[config.mk]
export PLATFORM = sky130hd
export DESIGN_NAME = llsc_monitor
export DESIGN_NICKNAME = d
export VERILOG_FILES = /design/src/rtl/llsc_pkg.sv /design/src/rtl/llsc_slot.sv /design/src/rtl/llsc_victim.sv /design/src/rtl/llsc_monitor.sv
export SDC_FILE = /design/constraint.sdc
export NUM_CORES = 1
export LEC_CHECK = 0
export BUFFER_PORTS_ARGS = -buffer_cell sky130_fd_sc_hd__buf_2
export CORE_MARGIN = 10
export CORE_UTILIZATION = 45
export DETAILED_ROUTE_END_ITERATION = 16
export HOLD_SLACK_MARGIN = 0.1
export PLACE_DENSITY_LB_ADDON = 0.12
export SLEW_MARGIN = 40
export SYNTH_ARGS = -nofsm -noshare
export SYNTH_HDL_FRONTEND = slang
export SYNTH_HIERARCHICAL = 1
export SYNTH_SLANG_ARGS = --single-unit
[constraint.sdc]
create_clock -name clk -period 5.4 [get_ports clk]
set_input_delay 1.08 -clock clk [delete_from_list [all_inputs] [get_ports clk]]
set_output_delay 1.08 -clock clk [all_outputs]
set_load 0.005 [all_outputs]
[src/rtl/llsc_pkg.sv]
package llsc_pkg;

    // Reply sequencing states
    typedef enum logic [0:0] {
        PH_IDLE  = 1'b0,
        PH_REPLY = 1'b1
    } phase_e;

endpackage

[src/rtl/llsc_slot.sv]
module llsc_slot #(
    parameter int CTX_W  = 4,
    parameter int LINE_W = 26
) (
    input  logic              clk,
    input  logic              rst_n,
    input  logic              load,
    input  logic [CTX_W-1:0]  load_ctx,
    input  logic [LINE_W-1:0] load_line,
    input  logic              kill,
    output logic              valid,
    output logic [CTX_W-1:0]  ctx,
    output logic [LINE_W-1:0] line
);

    always_ff @(posedge clk) begin
        if (!rst_n) begin
            valid <= 1'b0;
            ctx   <= '0;
            line  <= '0;
        end else if (load) begin
            valid <= 1'b1;
            ctx   <= load_ctx;
            line  <= load_line;
        end else if (kill) begin
            valid <= 1'b0;
        end
    end

endmodule

[src/rtl/llsc_victim.sv]
module llsc_victim #(
    parameter int ENTRIES = 8,
    parameter int IDX_W   = 3
) (
    input  logic               clk,
    input  logic               rst_n,
    input  logic [ENTRIES-1:0] occupied,
    input  logic               advance,
    output logic               free_any,
    output logic [IDX_W-1:0]   free_idx,
    output logic [IDX_W-1:0]   rr_idx
);

    localparam logic [IDX_W-1:0] LAST = IDX_W'(ENTRIES - 1);

    // lowest-index free slot
    always_comb begin
        free_any = 1'b0;
        free_idx = '0;
        for (int i = ENTRIES - 1; i >= 0; i--) begin
            if (!occupied[i]) begin
                free_any = 1'b1;
                free_idx = IDX_W'(i);
            end
        end
    end

    always_ff @(posedge clk) begin
        if (!rst_n) begin
            rr_idx <= '0;
        end else if (advance) begin
            rr_idx <= (rr_idx == LAST) ? '0 : rr_idx + 1'b1;
        end
    end

    // pointer only moves when the table is full
    assert_advance_when_full_R10: assert property (@(posedge clk) disable iff (!rst_n)
        advance |-> !free_any);

endmodule

[src/rtl/llsc_monitor.sv]
module llsc_monitor #(
    parameter int ENTRIES = 8,
    parameter int CTX_W   = 4,
    parameter int ADDR_W  = 32,
    parameter int GRAIN_W = 6
) (
    input  logic                   clk,
    input  logic                   rst_n,
    input  logic                   lr_valid,
    input  logic [CTX_W-1:0]       lr_ctx,
    input  logic [ADDR_W-1:0]      lr_addr,
    input  logic                   wr_valid,
    input  logic [CTX_W-1:0]       wr_ctx,
    input  logic [ADDR_W-1:0]      wr_addr,
    input  logic                   wr_cond,
    output logic                   rsp_valid,
    output logic                   rsp_ok,
    output logic [(1<<CTX_W)-1:0]  clr_excl
);
    import llsc_pkg::*;

    localparam int LINE_W = ADDR_W - GRAIN_W;
    localparam int NCTX   = 1 << CTX_W;
    localparam int IDX_W  = (ENTRIES > 1) ? $clog2(ENTRIES) : 1;

    // line addresses: low grain bits dropped
    logic [LINE_W-1:0] lr_line, wr_line;
    assign lr_line = lr_addr[ADDR_W-1:GRAIN_W];
    assign wr_line = wr_addr[ADDR_W-1:GRAIN_W];
    logic unused_grain_bits;
    assign unused_grain_bits = ^{lr_addr[GRAIN_W-1:0], wr_addr[GRAIN_W-1:0]};

    // slot state
    logic [ENTRIES-1:0] ent_v;
    logic [CTX_W-1:0]   ent_ctx  [ENTRIES];
    logic [LINE_W-1:0]  ent_line [ENTRIES];
    logic [ENTRIES-1:0] ent_load, ent_kill;

    logic [ENTRIES-1:0] lr_ctx_hit, wr_line_hit, wr_own_hit;
    logic               write_ok;

    logic               free_any, replace;
    logic [IDX_W-1:0]   free_idx, rr_idx, hit_idx, tgt_idx;

    genvar gi;
    generate
        for (gi = 0; gi < ENTRIES; gi++) begin : g_slot
            llsc_slot #(.CTX_W(CTX_W), .LINE_W(LINE_W)) u_slot (
                .clk       (clk),
                .rst_n     (rst_n),
                .load      (ent_load[gi]),
                .load_ctx  (lr_ctx),
                .load_line (lr_line),
                .kill      (ent_kill[gi]),
                .valid     (ent_v[gi]),
                .ctx       (ent_ctx[gi]),
                .line      (ent_line[gi])
            );
            assign lr_ctx_hit[gi]  = ent_v[gi] && (ent_ctx[gi] == lr_ctx);
            assign wr_line_hit[gi] = ent_v[gi] && (ent_line[gi] == wr_line);
            assign wr_own_hit[gi]  = wr_line_hit[gi] && (ent_ctx[gi] == wr_ctx);
            assign ent_load[gi]    = lr_valid && (tgt_idx == IDX_W'(gi));
            assign ent_kill[gi]    = wr_valid && write_ok && wr_line_hit[gi];
        end
    endgenerate

    llsc_victim #(.ENTRIES(ENTRIES), .IDX_W(IDX_W)) u_victim (
        .clk      (clk),
        .rst_n    (rst_n),
        .occupied (ent_v),
        .advance  (replace),
        .free_any (free_any),
        .free_idx (free_idx),
        .rr_idx   (rr_idx)
    );

    // plain store always allowed; conditional needs (ctx, line) match
    assign write_ok = !wr_cond || (|wr_own_hit);

    // load-reserved target selection: own slot, else free slot, else victim
    always_comb begin
        hit_idx = '0;
        for (int i = 0; i < ENTRIES; i++) begin
            if (lr_ctx_hit[i]) hit_idx = IDX_W'(i);
        end
    end

    always_comb begin
        replace = 1'b0;
        if (|lr_ctx_hit) begin
            tgt_idx = hit_idx;
        end else if (free_any) begin
            tgt_idx = free_idx;
        end else begin
            tgt_idx = rr_idx;
            replace = lr_valid;
        end
    end

    // clear-exclusive vector for other owners of removed slots
    logic [NCTX-1:0] clr_d;
    always_comb begin
        clr_d = '0;
        for (int i = 0; i < ENTRIES; i++) begin
            if (ent_kill[i] && (ent_ctx[i] != wr_ctx)) clr_d[ent_ctx[i]] = 1'b1;
        end
    end

    // reply state machine
    phase_e phase_q, phase_d;

    always_comb begin
        unique case (phase_q)
            PH_IDLE:  phase_d = wr_valid ? PH_REPLY : PH_IDLE;
            PH_REPLY: phase_d = wr_valid ? PH_REPLY : PH_IDLE;
            default:  phase_d = PH_IDLE;
        endcase
    end

    always_ff @(posedge clk) begin
        if (!rst_n) phase_q <= PH_IDLE;
        else        phase_q <= phase_d;
    end

    always_ff @(posedge clk) begin
        if (!rst_n) begin
            rsp_ok   <= 1'b0;
            clr_excl <= '0;
        end else if (wr_valid) begin
            rsp_ok   <= write_ok;
            clr_excl <= clr_d;
        end else begin
            rsp_ok   <= 1'b0;
            clr_excl <= '0;
        end
    end

    assign rsp_valid = (phase_q == PH_REPLY);

    // ---------------- assertions ----------------
    assert_rsp_after_wr_R11: assert property (@(posedge clk) disable iff (!rst_n)
        wr_valid |=> rsp_valid);
    assert_no_stray_rsp_R11: assert property (@(posedge clk) disable iff (!rst_n)
        !wr_valid |=> !rsp_valid);
    assert_clr_only_in_rsp_R11: assert property (@(posedge clk) disable iff (!rst_n)
        !rsp_valid |-> (clr_excl == '0));
    assert_plain_store_ok_R5: assert property (@(posedge clk) disable iff (!rst_n)
        (wr_valid && !wr_cond) |=> rsp_ok);
    assert_failed_sc_quiet_R7: assert property (@(posedge clk) disable iff (!rst_n)
        (rsp_valid && !rsp_ok) |-> (clr_excl == '0));
    assert_no_self_clear_R9: assert property (@(posedge clk) disable iff (!rst_n)
        rsp_valid |-> !clr_excl[$past(wr_ctx)]);
    assert_failed_sc_keeps_R7: assert property (@(posedge clk) disable iff (!rst_n)
        (wr_valid && !write_ok) |=> (ent_v == $past(ent_v)));

    generate
        for (gi = 0; gi < NCTX; gi++) begin : g_ctx_chk
            logic [ENTRIES-1:0] holds;
            for (genvar gj = 0; gj < ENTRIES; gj++) begin : g_bit
                assign holds[gj] = ent_v[gj] && (ent_ctx[gj] == CTX_W'(gi));
            end
            assert_one_per_ctx_R3: assert property (@(posedge clk) disable iff (!rst_n)
                $onehot0(holds));
        end
    endgenerate

endmodule

# == After elaboration in Yosys (flattened, before gate mapping) ==
# Index checks and enable logic that the tools add are counted.
# classes
addsub,1
order_cmp,16
n_eq_ne,40
n_reduce_logical,71
n_mux,69
bitwise,7
# op_table
operator,count
equality test 26 bit,8
two-way mux 16 bit,8
bitwise OR 16 bit,7
equality test 4 bit,16
logical AND 1 bit,57
two-way mux 3 bit,17
less-than comparator 4 x 5 -> 1 bit (second input constant),8
two-way mux 1 bit,36
demux 1 bit (select 4 bit),8
>= comparator 4 x 1 -> 1 bit (second input constant),8
!= test 4 bit,8
nonzero test 2 bit,8
OR reduction 8 bit,2
equality test 3 bit (second input constant),5
equality test 3 x 2 -> 1 bit (second input constant),2
adder 3 x 1 -> 3 bit (second input constant),1
equality test 3 x 1 -> 1 bit (second input constant),1
zero test 3 bit,1
AND reduction 2 bit,1
zero test 1 bit,1
logical OR 1 bit,1
# word_totals
regBits,269

# == Longest topological paths before layout ==
# Gate-level depths: netlist of the first run.
# depth
word_depth,23
mapped_depth,12
mapped_depth_nobuf,9

# == By module ==
# The synthesis of the first run kept the hierarchy.
# modules_own_cells
mod,cells_per_inst,seq_area_each_um2,area_per_inst_um2,n_inst
llsc_slot,100,620.6,1204.9,8
llsc_monitor,770,360.3,5659.2,1
llsc_victim,25,60.1,215.2,1

# == Least setup slack after synthesis of the first run ==
# No wires, ideal clock.
# synth_timing
path_type,input to register
startpoint,in lr_ctx[1]
endpoint,reg g_slot[0].u_slot.ctx[2]
arrival_ns,3.351
n_path_buf,3
path_slack_ns,1.933
path_stages,12
cell_sequence,buf_2 > xnor2_1 > and2_1 > and2_1 > nor4_1 > nand2_1 > a211o_1 > a211oi_1 > buf_6 > buf_12 > mux2i_1 > nor2b_1
# synth_via
elab_chain_cells,12
# synth_lines
item,line_no,rtl
from (decl),llsc_monitor.sv:10,"input logic [CTX_W-1:0] lr_ctx,"
equality test 4 bit,llsc_monitor.sv:59,assign lr_ctx_hit[gi] = ent_v[gi] && (ent_ctx[gi] == lr_ctx);
logical AND 1 bit,llsc_monitor.sv:59,
two-way mux 1 bit,llsc_monitor.sv:84,if (lr_ctx_hit[i]) hit_idx = IDX_W'(i);
two-way mux 3 bit (6 in series),llsc_monitor.sv:84,
two-way mux 3 bit *,llsc_monitor.sv:90,if (|lr_ctx_hit) begin
zero test 3 bit *,llsc_monitor.sv:62,assign ent_load[gi] = lr_valid && (tgt_idx == IDX_W'(gi));
logical AND 1 bit *,llsc_monitor.sv:62,
via ent_load[0],llsc_monitor.sv:37,"logic [ENTRIES-1:0] ent_load, ent_kill;"
to (signal assigned),llsc_slot.sv:23,ctx <= load_ctx;
to (decl),llsc_slot.sv:12,"output logic [CTX_W-1:0] ctx,"
# The timed path passes the listed nets; every way through them passes the cells marked *.
# A chain may end at the register's enable or synchronous reset.

# == Worst setup path after layout of the first run ==
# layout_timing
startpoint,in lr_ctx[1]
endpoint,reg g_slot[6].u_slot.ctx[0]
# layout_via
elab_chain_cells,12
# layout_lines
item,line_no
equality test 4 bit,llsc_monitor.sv:59
logical AND 1 bit,llsc_monitor.sv:59
two-way mux 1 bit,llsc_monitor.sv:84
two-way mux 3 bit (6 in series),llsc_monitor.sv:84
two-way mux 3 bit *,llsc_monitor.sv:90
equality test 3 bit *,llsc_monitor.sv:62
logical AND 1 bit *,llsc_monitor.sv:62
via ent_load[6],llsc_monitor.sv:37
to (signal assigned),llsc_slot.sv:23
to (decl),llsc_slot.sv:12
# Marks and branches as above.

==> impl_results.md, run 1 <==
* Outcome: completed
* Flops & latches, synth at 269
* RSZ-0062 raised after global routing: no
* Post-synth top area cell: dfxtp_1
* Worst vdd ir at 0.000270 V
* CORE AREA at 0.0338 sq mm
* Die X at 206 um
* CP endpoint kind: flop
* PwrDens at 275 mW/mm^2
* CTS Hold Buffers Added at 0
* Fill cells at 3224
* DP HPWL at 36800 um
* Async SR Flop Fraction at 0%
* Synth Instances at 1595
* DRT Pass-1 Iters at 5
* Total grt overflow at 0
* Vias per cell at 5.56
* Clk root buf: clkbuf_16
* CTS H-Tree Depth at 1
* Maximum fanout along the worst path at 31
* Main flop type after synthesis: dfxtp_1
* Static Leak at 5.03 nW
* Final Wtd Congestion at 0.952
* Share of layout cells above drive strength 1 at 10.9%
* Placed instance area at 0.0158 sq mm
* Initial antenna violation count at 1
* Relative slew slack at 43.8%
* Final Power at 4.60 mW
* Number of synthesized flops with an enable pin at 0
* Worst R2R Path Depth at 11
* Yosys top cell area share at 34.7%
* Post-CTS Setup Bufs at 0
* Clk buf depth at 3
* ANT nets after route at 0
* Hold depth at 2
* Top-count cell post-synth: dfxtp_1
* Die span in y at 206 um
* Ant. Diodes at 0
* CP Class: in -> reg
* Worst-Skew Late Latency at 0.59 ns
* Distinct cell type count after synthesis at 69
* Mapped Area at 0.0155 sq mm
* CTS Buf Count at 31
* Final setup violation count at 0
* Final WL at 51500 um
* DR WL/cell at 24.7 um
* Fmax at 254 MHz
* Util after Layout at 49.6%
* Nets at 1695
* DRT iter0 DRCs at 848
* PostCTS Resize Cnt at 0
* Clock skew at 0.0152 ns
* Initial core utilization at 45.9%
* Mean Syn Cell Area at 9.73 sq um
* Via Count at 11600
* Dpl cells at 2030
* Critical Path AT at 4.42 ns
* CTS tree: built
* Overall routing resource usage at 23.9%
* Design area at 0.0168 sq mm
* Slew Viols, Final at 0
* Hold_ws at 0.533 ns
* Final period util at 73.0%
* CTS clk-pin slew, worst paths at 0.06 ns
* Synthesized Nets at 1674
* Number of global-route vias before repair at 11200
* Final hold vios at 0
* Final non-filler cell total at 2085
* DRC Markers at 0
* Largest net degree at the start of global routing at 105
* First-pass GRT wire length at 76200 um
* Most frequent cells after synthesis: 269 x dfxtp_1, 264 x nor2b_1, 243 x mux2i_1, 234 x xnor2_1, 71 x nand4_1
* Die ar. at 0.0423 sq mm
* Area Overhead vs Synth at 8.06%
* # IOs at 95
* Port Buffers at 82
* Place WS at 0.923 ns
* Fin worst setup slack at 1.46 ns
* Min Tclk post-route at 3.94 ns
* Worst Hold Class: reg -> reg
* CP startpoint kind: input port
* Max-Cap Viols at 0
* Synth top area cells: dfxtp_1 35%, mux2i_1 16%, xnor2_1 13%
* Least-Margin Pin Slew at 0.837 ns
* Yosys warning count at 6
* Data required, critical path at 5.88 ns
* Row cnt at 67
* Sequential element share of the synthesized area at 34.7%
* Clock sinks at 269
* Sum Neg Setup Slack at 0 ns
-- power by group --
part / leakage (nW) / switching [mW] / internal [mW]
logic: 2.38 / 0.305 / 0.202
clock network: 0.482 / 0.861 / 1.17
registers: 2.17 / 0.0389 / 2.02
-- final cells by class --
cell class / instances / area, sq um / area share (%)
clock buffer: 48 / 930 / 5.55
clock inverter: 6 / 47.5 / 0.284
inverter: 19 / 71.3 / 0.425
multi-input combinational: 1191 / 9180 / 54.7
sequential: 269 / 5390 / 32.1
tap: 448 / 561 / 3.34
timing repair buffer: 104 / 596 / 3.55
-- path summary, 6_finish.rpt --
kind / to / slack, ns / from
max reg2reg: g_slot[6].u_slot/ctx[0] / 1.68 / g_slot[3].u_slot/ctx[1]
min reg2reg: g_slot[2].u_slot/line[17] / 0.53 / g_slot[2].u_slot/line[17]
max: g_slot[6].u_slot/ctx[0] / 1.46 / lr_ctx[1]
min: g_slot[2].u_slot/line[17] / 0.53 / g_slot[2].u_slot/line[17]
-- per-layer routing --
metal  global-route usage, %  vias up  wire, um
li1                        -     5552         -
met1                    31.7     5663     23300
met2                    39.7      320     24400
met3                    3.98       67      2710
met4                    5.33        0      1130
met5                       0        -         0
-- cells by family (layout without fill, tap and decap cells) --
family	after synthesis	in the layout	synth area share (%)
xor+xnor	272	272	15.4
fa+ha+maj	2	2	0.161
mux	245	245	15.8
flops	269	269	34.7
compound gates	106	106	5.34
simple gates	566	566	21.9
buf+inv	135	177	6.71
-- registers in the layout, indices dropped and copies added, names as in the netlist --
signal               count
g_slot.u_slot/ctx       32
rsp_valid                1
rsp_ok                   1
clr_excl                16
g_slot.u_slot/line     208
u_victim/rr_idx          3
g_slot.u_slot/valid      8
-- cell usage in the layout (no fill, tap or decap), types with 6 or more instances in the layout --
cell type    n
a31oi_1     11
and2_1       6
buf_2       81
buf_4       19
clkbuf_1     8
clkbuf_16   31
clkbuf_8     9
dfxtp_1    269
inv_1       19
mux2i_1    243
nand2_1     41
nand2b_1    11
nand3_1     32
nand4_1     71
nor2_1      42
nor2b_1    264
nor3_1      29
nor3b_1      6
nor4_1      22
nor4_2       7
o21a_1      10
o22ai_1      6
o32ai_1     15
xnor2_1    234
xor2_1      38
-- critical path, stage by stage --
cell and delay [ns]:
buf_2 0.36, xnor2_1 0.17, nand2_1 0.06, nor4_1 0.64, nor4_1 0.22, nand2_1 0.22, o211ai_1 0.25, clkbuf_2 0.24
a211oi_4 0.22, buf_4 0.55, mux2i_1 0.27, nor2b_1 0.06
No activity file was read; power rests on OpenSTA's default activity.
==> inputs of run 2 (changes only) <==
==> constraint.sdc (replaced) <==
create_clock -name clk -period 3.6 [get_ports clk]
set_input_delay 0.72 -clock clk [delete_from_list [all_inputs] [get_ports clk]]
set_output_delay 0.72 -clock clk [all_outputs]
set_load 0.005 [all_outputs]
==> run 2 against run 1 <==
Effect of this change:
- flip-flop and latch count unchanged
- register-to-register slack worse by 1.3 ns
- sequential share of layout area down 1.7 points
- clock skew up 0.0086 ns
- combinational power up 66%
- clock-buffer cell count down 6
- utilization up 2.8 points
- highest routed layer is now met5
- via count up 4.1%
==> impl_results.md, run 2 (same netlist as run 1, synthesis figures left out) <==
* Hold Crit Start: rst_n
* Die ar. at 0.0423 sq mm (unchanged)
* DRC Markers at 0 (unchanged)
* CP cell instances: xor2_1 > nor4_1 > buf_4 > nor4_1 > nand2_1 > buf_4 > a211oi_1 > nor4_2 > buf_4 > buf_12 > mux2i_1 > nor2b_1
* Max-Cap Viols at 0 (unchanged)
* Worst-Skew Late Latency at 0.58 ns (about the same)
* DR top layer: met5
* Final setup violation count at 0 (unchanged)
* Fill cells at 3178 (-1.4%)
* DR WL/cell at 24.4 um (-1.1%)
* Final Wtd Congestion at 0.941 (-1.1%)
* Comb power frac at 12.0% (+1.0 points)
* Hold_ws at 0.508 ns (-0.0249 ns)
* Worst vdd ir at 0.000348 V (+29%)
* Clk root buf: clkbuf_16
* Final non-filler cell total at 2193 (+5.2%)
* CP Class: reg -> reg
* Clock skew at 0.0238 ns (+0.00860 ns)
* Min Tclk post-route at 3.25 ns
* Largest Register: g_slot.u_slot/line
* Post-CTS Setup Bufs at 0 (unchanged)
* Flop pwr share at 44.0% (-0.8 points)
* Share of layout cells above drive strength 1 at 16.5% (+5.6 points)
* Die X at 206 um (unchanged)
* PostCTS Resize Cnt at 0 (unchanged)
* ANT nets after route at 0 (unchanged)
* DP HPWL at 40100 um (+8.8%)
* Critical Path AT at 3.71 ns (-0.71 ns)
* Relative slew slack at 48.6% (+4.8 points)
* Row cnt at 67 (unchanged)
* Fin worst setup slack at 0.350 ns (-1.11 ns)
* Clock sinks at 269 (unchanged)
* Most frequent CP cell: buf_4
* Clk buf depth at 3 (unchanged)
* Dpl cells at 2144 (+5.6%)
* CP endpoint kind: flop
* Reg2reg start: g_slot[3].u_slot/ctx[2]
* CTS Buf Count at 31 (unchanged)
* Via Count at 12100 (+4.1%)
* RSZ-0062 raised after global routing: no
* Least-Margin Pin Slew at 0.752 ns (-0.0846 ns)
* Net Sw Frac at 25.5% (-0.64 points)
* CP startpoint kind: flop
* Clk pwr share at 44.0% (-0.2 points)
* Family with the most delay on the worst path: simple AND/OR/NAND/NOR gates
* Critical path's largest stage delay at 0.61 ns (-0.03 ns)
* Final hold vios at 0 (unchanged)
* CTS clk-pin slew, worst paths at 0.06 ns (about the same)
* Worst Path Buf+Inv at 4 (+1)
* Crit-path slowest cell: a211oi_1
* DRT Pass-1 Iters at 5 (unchanged)
* Initial antenna violation count at 2 (+1)
* Ant. Diodes at 0 (unchanged)
* Top Registers: g_slot.u_slot/line (208), g_slot.u_slot/ctx (32), clr_excl (16)
* Data required, critical path at 4.06 ns (-1.82 ns)
* Most frequent cells in the layout: 269 x dfxtp_1, 264 x nor2b_1, 243 x mux2i_1
* Met2 WL post-DR at 24500 um (+0.52%)
* Vias per cell at 5.51 (-1.1%)
* Maximum fanout along the worst path at 19 (-39%)
* # IOs at 95 (unchanged)
* Number of global-route vias before repair at 11700 (+5.1%)
* Place WS at -0.0617 ns (-0.985 ns)
* CTS tree: built
* Total grt overflow at 0 (unchanged)
* Largest net degree at the start of global routing at 97 (-7.6%)
* CTS H-Tree Depth at 1 (unchanged)
* PwrDens at 395 mW/mm^2 (+44%)
* Most common cell after layout, fill and taps aside: dfxtp_1
* Met3 WL post-DR at 3160 um (+17%)
* Sum Neg Setup Slack at 0 ns (unchanged)
* Worst Hold Class: in -> reg
* Slew Viols, Final at 0 (unchanged)
* Initial core utilization at 45.9% (unchanged)
* CORE AREA at 0.0338 sq mm (unchanged)
* Area Overhead vs Synth at 14.1%
* Final Power at 6.99 mW (+52%)
* Fmax at 308 MHz
* Nets at 1808 (+6.7%)
* Die span in y at 206 um (unchanged)
* First-pass GRT wire length at 78600 um (+3.1%)
* Port Buffers at 82 (unchanged)
* Internal power at 5.20 mW (+53%)
* CTS Hold Buffers Added at 0 (unchanged)
* DRT iter0 DRCs at 950 (+12%)
* Static Leak at 5.63 nW (+12%)
* Final WL at 53600 um (+4.0%)
* CP startpoint: g_slot[3].u_slot/ctx[2]
* Max reg flops at 208 (unchanged)
* Overall routing resource usage at 25.0% (+1.1 points)
* Final period util at 90.3%
* Outcome: completed
* Sw Pwr at 1.78 mW (+48%)
* Wl on met1 at 24100 um (+3.5%)
run 2: cell count changes in the layout (fill, tap and decap cells not counted), sizes merged:
| cell | before | now |
|---|---|---|
| buf | 103 | 217 |
| bufinv | 0 | 2 |
| clkbuf | 49 | 42 |
| clkinv | 4 | 3 |
run 2: path summary, 6_finish.rpt:
path | slack [ns] | cells after the start | end
setup / recovery | 0.35 | 12 | g_slot[3].u_slot/line[25]
hold / removal | 0.51 | 2 | g_slot[5].u_slot/valid
setup reg to reg | 0.35 | 12 | g_slot[3].u_slot/line[25]
hold reg to reg | 0.53 | 2 | g_slot[1].u_slot/line[17]
run 2: layout make-up:
cell class | instances | area, sq um | share of cell area (%)
timing repair buffer | 217 | 1560 | 8.79
sequential | 269 | 5390 | 30.4
inverter | 19 | 71.3 | 0.403
tap | 448 | 561 | 3.17
clock buffer | 42 | 877 | 4.95
multi-input combinational | 1191 | 9160 | 51.8
clock inverter | 7 | 91.3 | 0.516
run 2: metrics by stage:
| stage | utilization [%] | instance area [sq um] |
|---|---|---|
| 2_1_floorplan | - | 15500 |
| 4_1_cts | 52.4 | 17700 |
| 6_report | 52.4 | 17700 |
| 3_5_place_dp | 49.5 | 16700 |
| 5_1_grt | 52.4 | 17700 |
| 3_3_place_gp | 49.5 | 16700 |
run 2: power groups by stage:
stage | sequential [mW] | combinational (mW) | clock, mW
4_1_cts | 3.07 | 0.836 | 3.13
5_1_grt | 3.08 | 0.893 | 3.24
2_1_floorplan | 3.13 | 0.545 | 0
6_report | 3.08 | 0.840 | 3.07
3_5_place_dp | 3.14 | 0.833 | 0
3_3_place_gp | 3.14 | 0.834 | 0
run 2: layer usage:
metal  global-route usage (%)  up-vias
li1                         -     5767
met1                     33.4     5820
met2                     40.1      382
met3                     3.95      100
met4                     8.37        4
met5                        0        -
==> inputs of run 3 (changes only) <==
==> constraint.sdc (replaced) <==
create_clock -name clk -period 3 [get_ports clk]
set_input_delay 0.6 -clock clk [delete_from_list [all_inputs] [get_ports clk]]
set_output_delay 0.6 -clock clk [all_outputs]
set_load 0.005 [all_outputs]
==> run 3 against run 2 <==
Effect of this change:
- routed wire length decreased by 0.13%
- global-route usage barely moved
- clock power up 25%
- utilization increased by 3.5 points
- first-iteration DRC count down 9.9%
- sequential share of layout area down 1.9 points
- maximum frequency rose by 14%
- largest cell class unchanged
- largest power group is now the clock network
==> impl_results.md, run 3 (same netlist as run 1, synthesis figures left out) <==
* CTS H-Tree Depth at 1 (unchanged)
* Sum Neg Setup Slack at 0 ns (unchanged)
* Initial antenna violation count at 2 (unchanged)
* Via Count at 12500 (+3.7%)
* Util after Layout at 55.9% (+3.5 points)
* Worst vdd ir at 0.000474 V (+36%)
* Final hold vios at 0 (unchanged)
* Number of global-route vias before repair at 12500 (+6.7%)
* Busiest grt layer: met2
* RSZ-0062 raised after global routing: no
* # IOs at 95 (unchanged)
* Flop pwr share at 42.7% (-1.3 points)
* Most frequent cells in the layout: 268 x dfxtp_1, 264 x nor2b_1, 243 x mux2i_1
* Most frequent CP cell: buf_4
* Clock skew at 0.00856 ns (-0.0152 ns)
* Crit-path slowest cell: a2111oi_1
* Vias per cell at 5.39 (-2.1%)
* ANT nets after route at 0 (unchanged)
* Internal power at 6.40 mW (+23%)
* Critical Path AT at 3.38 ns (-0.33 ns)
* M2 GR Usage at 42.3% (+2.2 points)
* DR WL/cell at 23.0 um (-5.7%)
* DRT iter0 DRCs at 856 (-9.9%)
* DP HPWL at 40600 um (+1.2%)
* Final WL at 53500 um (-0.13%)
* M1 GR Usage at 32.8% (-0.58 points)
* Worst-Skew Late Latency at 0.58 ns (about the same)
* Comb power frac at 12.8% (+0.8 points)
* Fin worst setup slack at 0.149 ns (-0.200 ns)
* Largest net degree at the start of global routing at 170 (+75%)
* Outcome: completed
* Max-Cap Viols at 0 (unchanged)
* Final period util at 95.0% (+4.7 points)
* First-pass GRT wire length at 80200 um (+2.1%)
* CTS clk-pin slew, worst paths at 0.06 ns (about the same)
* Fill cells at 3094 (-2.6%)
* Data required, critical path at 3.53 ns (-0.53 ns)
* Maximum fanout along the worst path at 3 (-16)
* Family with the most delay on the worst path: compound AO/OA/AOI/OAI gates
* CP startpoint kind: flop
* Total grt overflow at 0 (unchanged)
* CTS Buf Count at 31 (unchanged)
* CTS tree: built
* Most common cell after layout, fill and taps aside: dfxtp_1
* Area Overhead vs Synth at 21.7%
* Worst Path Buf+Inv at 4 (unchanged)
* Net Sw Frac at 25.9% (+0.33 points)
* Fmax at 351 MHz (+14%)
* CORE AREA at 0.0338 sq mm (unchanged)
* Post-CTS Setup Bufs at 0 (unchanged)
* Sw Pwr at 2.23 mW (+25%)
* DRT Pass-1 Iters at 5 (unchanged)
* Critical path's largest stage delay at 0.44 ns (-0.17 ns)
* Min Tclk post-route at 2.85 ns (-0.400 ns)
* Static Leak at 6.33 nW (+12%)
* Top Registers: g_slot.u_slot/line (208), g_slot.u_slot/ctx (32), clr_excl (16)
* Share of layout cells above drive strength 1 at 22.6% (+6.1 points)
* Nets at 1927 (+6.6%)
* Overall routing resource usage at 25.0% (about the same)
* Clk pwr share at 44.5% (+0.5 points)
* Clk buf depth at 3 (unchanged)
* Place WS at -0.461 ns (-0.400 ns)
* CP endpoint kind: flop
* CP Class: reg -> reg
* DRC Markers at 0 (unchanged)
* Register Area at 0.00539 sq mm (about the same)
* Die ar. at 0.0423 sq mm (unchanged)
* Port Buffers at 82 (unchanged)
* Final setup violation count at 0 (unchanged)
* CP cell instances: xnor2_1 > nand4_1 > nor4_4 > buf_4 > nand3_2 > buf_4 > o32ai_1 > buf_4 > nor4_1 > a2111oi_1 > buf_4
* Largest Register: g_slot.u_slot/line
* Initial core utilization at 45.9% (unchanged)
* Clock sinks at 269 (unchanged)
* Relative slew slack at 51.4% (+2.9 points)
* Die span in y at 206 um (unchanged)
* Row cnt at 67 (unchanged)
* PwrDens at 457 mW/mm^2 (+16%)
* Die X at 206 um (unchanged)
* Least-Margin Pin Slew at 0.710 ns (-0.0421 ns)
* Met3 Usage GRT at 2.70% (-1.2 points)
* Final Power at 8.63 mW (+24%)
* Clk root buf: clkbuf_16
* Worst Hold Class: in -> reg
* Slew Viols, Final at 0 (unchanged)
* Final Wtd Congestion at 0.950 (+0.95%)
* Multi-input gate area at 0.00919 sq mm (+0.33%)
* Max reg flops at 208 (unchanged)
## run 3: cell count changes in the layout (fill, tap and decap cells not counted), moves of 2 or more
cell	previous run	this run
buf_4	125	230
buf_12	10	23
clkbuf_8	6	11
clkinv_2	3	6
a211oi_1	5	3
a211oi_2	1	3
nor4_1	23	21
nor4_2	6	8
## run 3: metrics by stage
step	area (sq um)	std cells	hold WS (ns)
6_report	18900	2322	0.299
5_1_grt	18900	2322	0.293
4_1_cts	18800	2321	0.276
3_5_place_dp	17800	2263	0.524
3_3_place_gp	17800	2263	0.516
2_1_floorplan	15500	1595	0.477
## run 3: area by class of cell
class / instances / share of cell area, %
antenna: 1 / 0.0133
clock buffer: 47 / 5.01
clock inverter: 11 / 0.557
inverter: 19 / 0.378
multi-input combinational: 1191 / 48.7
sequential: 269 / 28.5
tap: 448 / 2.97
timing repair buffer: 336 / 13.8
## run 3: layer usage
layer	vias to the layer above	part of all wire, %
li1	6033	-
met1	6089	45
met2	313	48
met3	81	4.0
met4	0	3.1
met5	-	0
## run 3: worst paths after layout
| path | from | end | slack (ns) | cells after the start |
|---|---|---|---|---|
| worst min-delay path | rst_n | g_slot[0].u_slot/valid | 0.30 | 2 |
| worst min register to register | g_slot[3].u_slot/line[13] | g_slot[3].u_slot/line[13] | 0.53 | 2 |
| worst max-delay path | g_slot[4].u_slot/line[22] | clr_excl[3] | 0.15 | 11 |
| worst max register to register | g_slot[4].u_slot/line[22] | clr_excl[3] | 0.15 | 11 |
## run 3: power by group through the flow
stage	clock network, mW	logic, mW	registers, mW
final	3.84	1.11	3.68
after global routing	4.05	1.17	3.69
after CTS	3.92	1.10	3.68
after detailed placement	0	1.09	3.76
after global placement	0	1.09	3.76
after floorplan	0	0.654	3.76
## run 3: repair_timing
action / in CTS / in global routing
cloned: 0 / 0
pin swaps: 0 / 1
resized for setup: 2 / 7
endpoints found under the setup margin: 57 / 91
hold buffers: 0 / 0
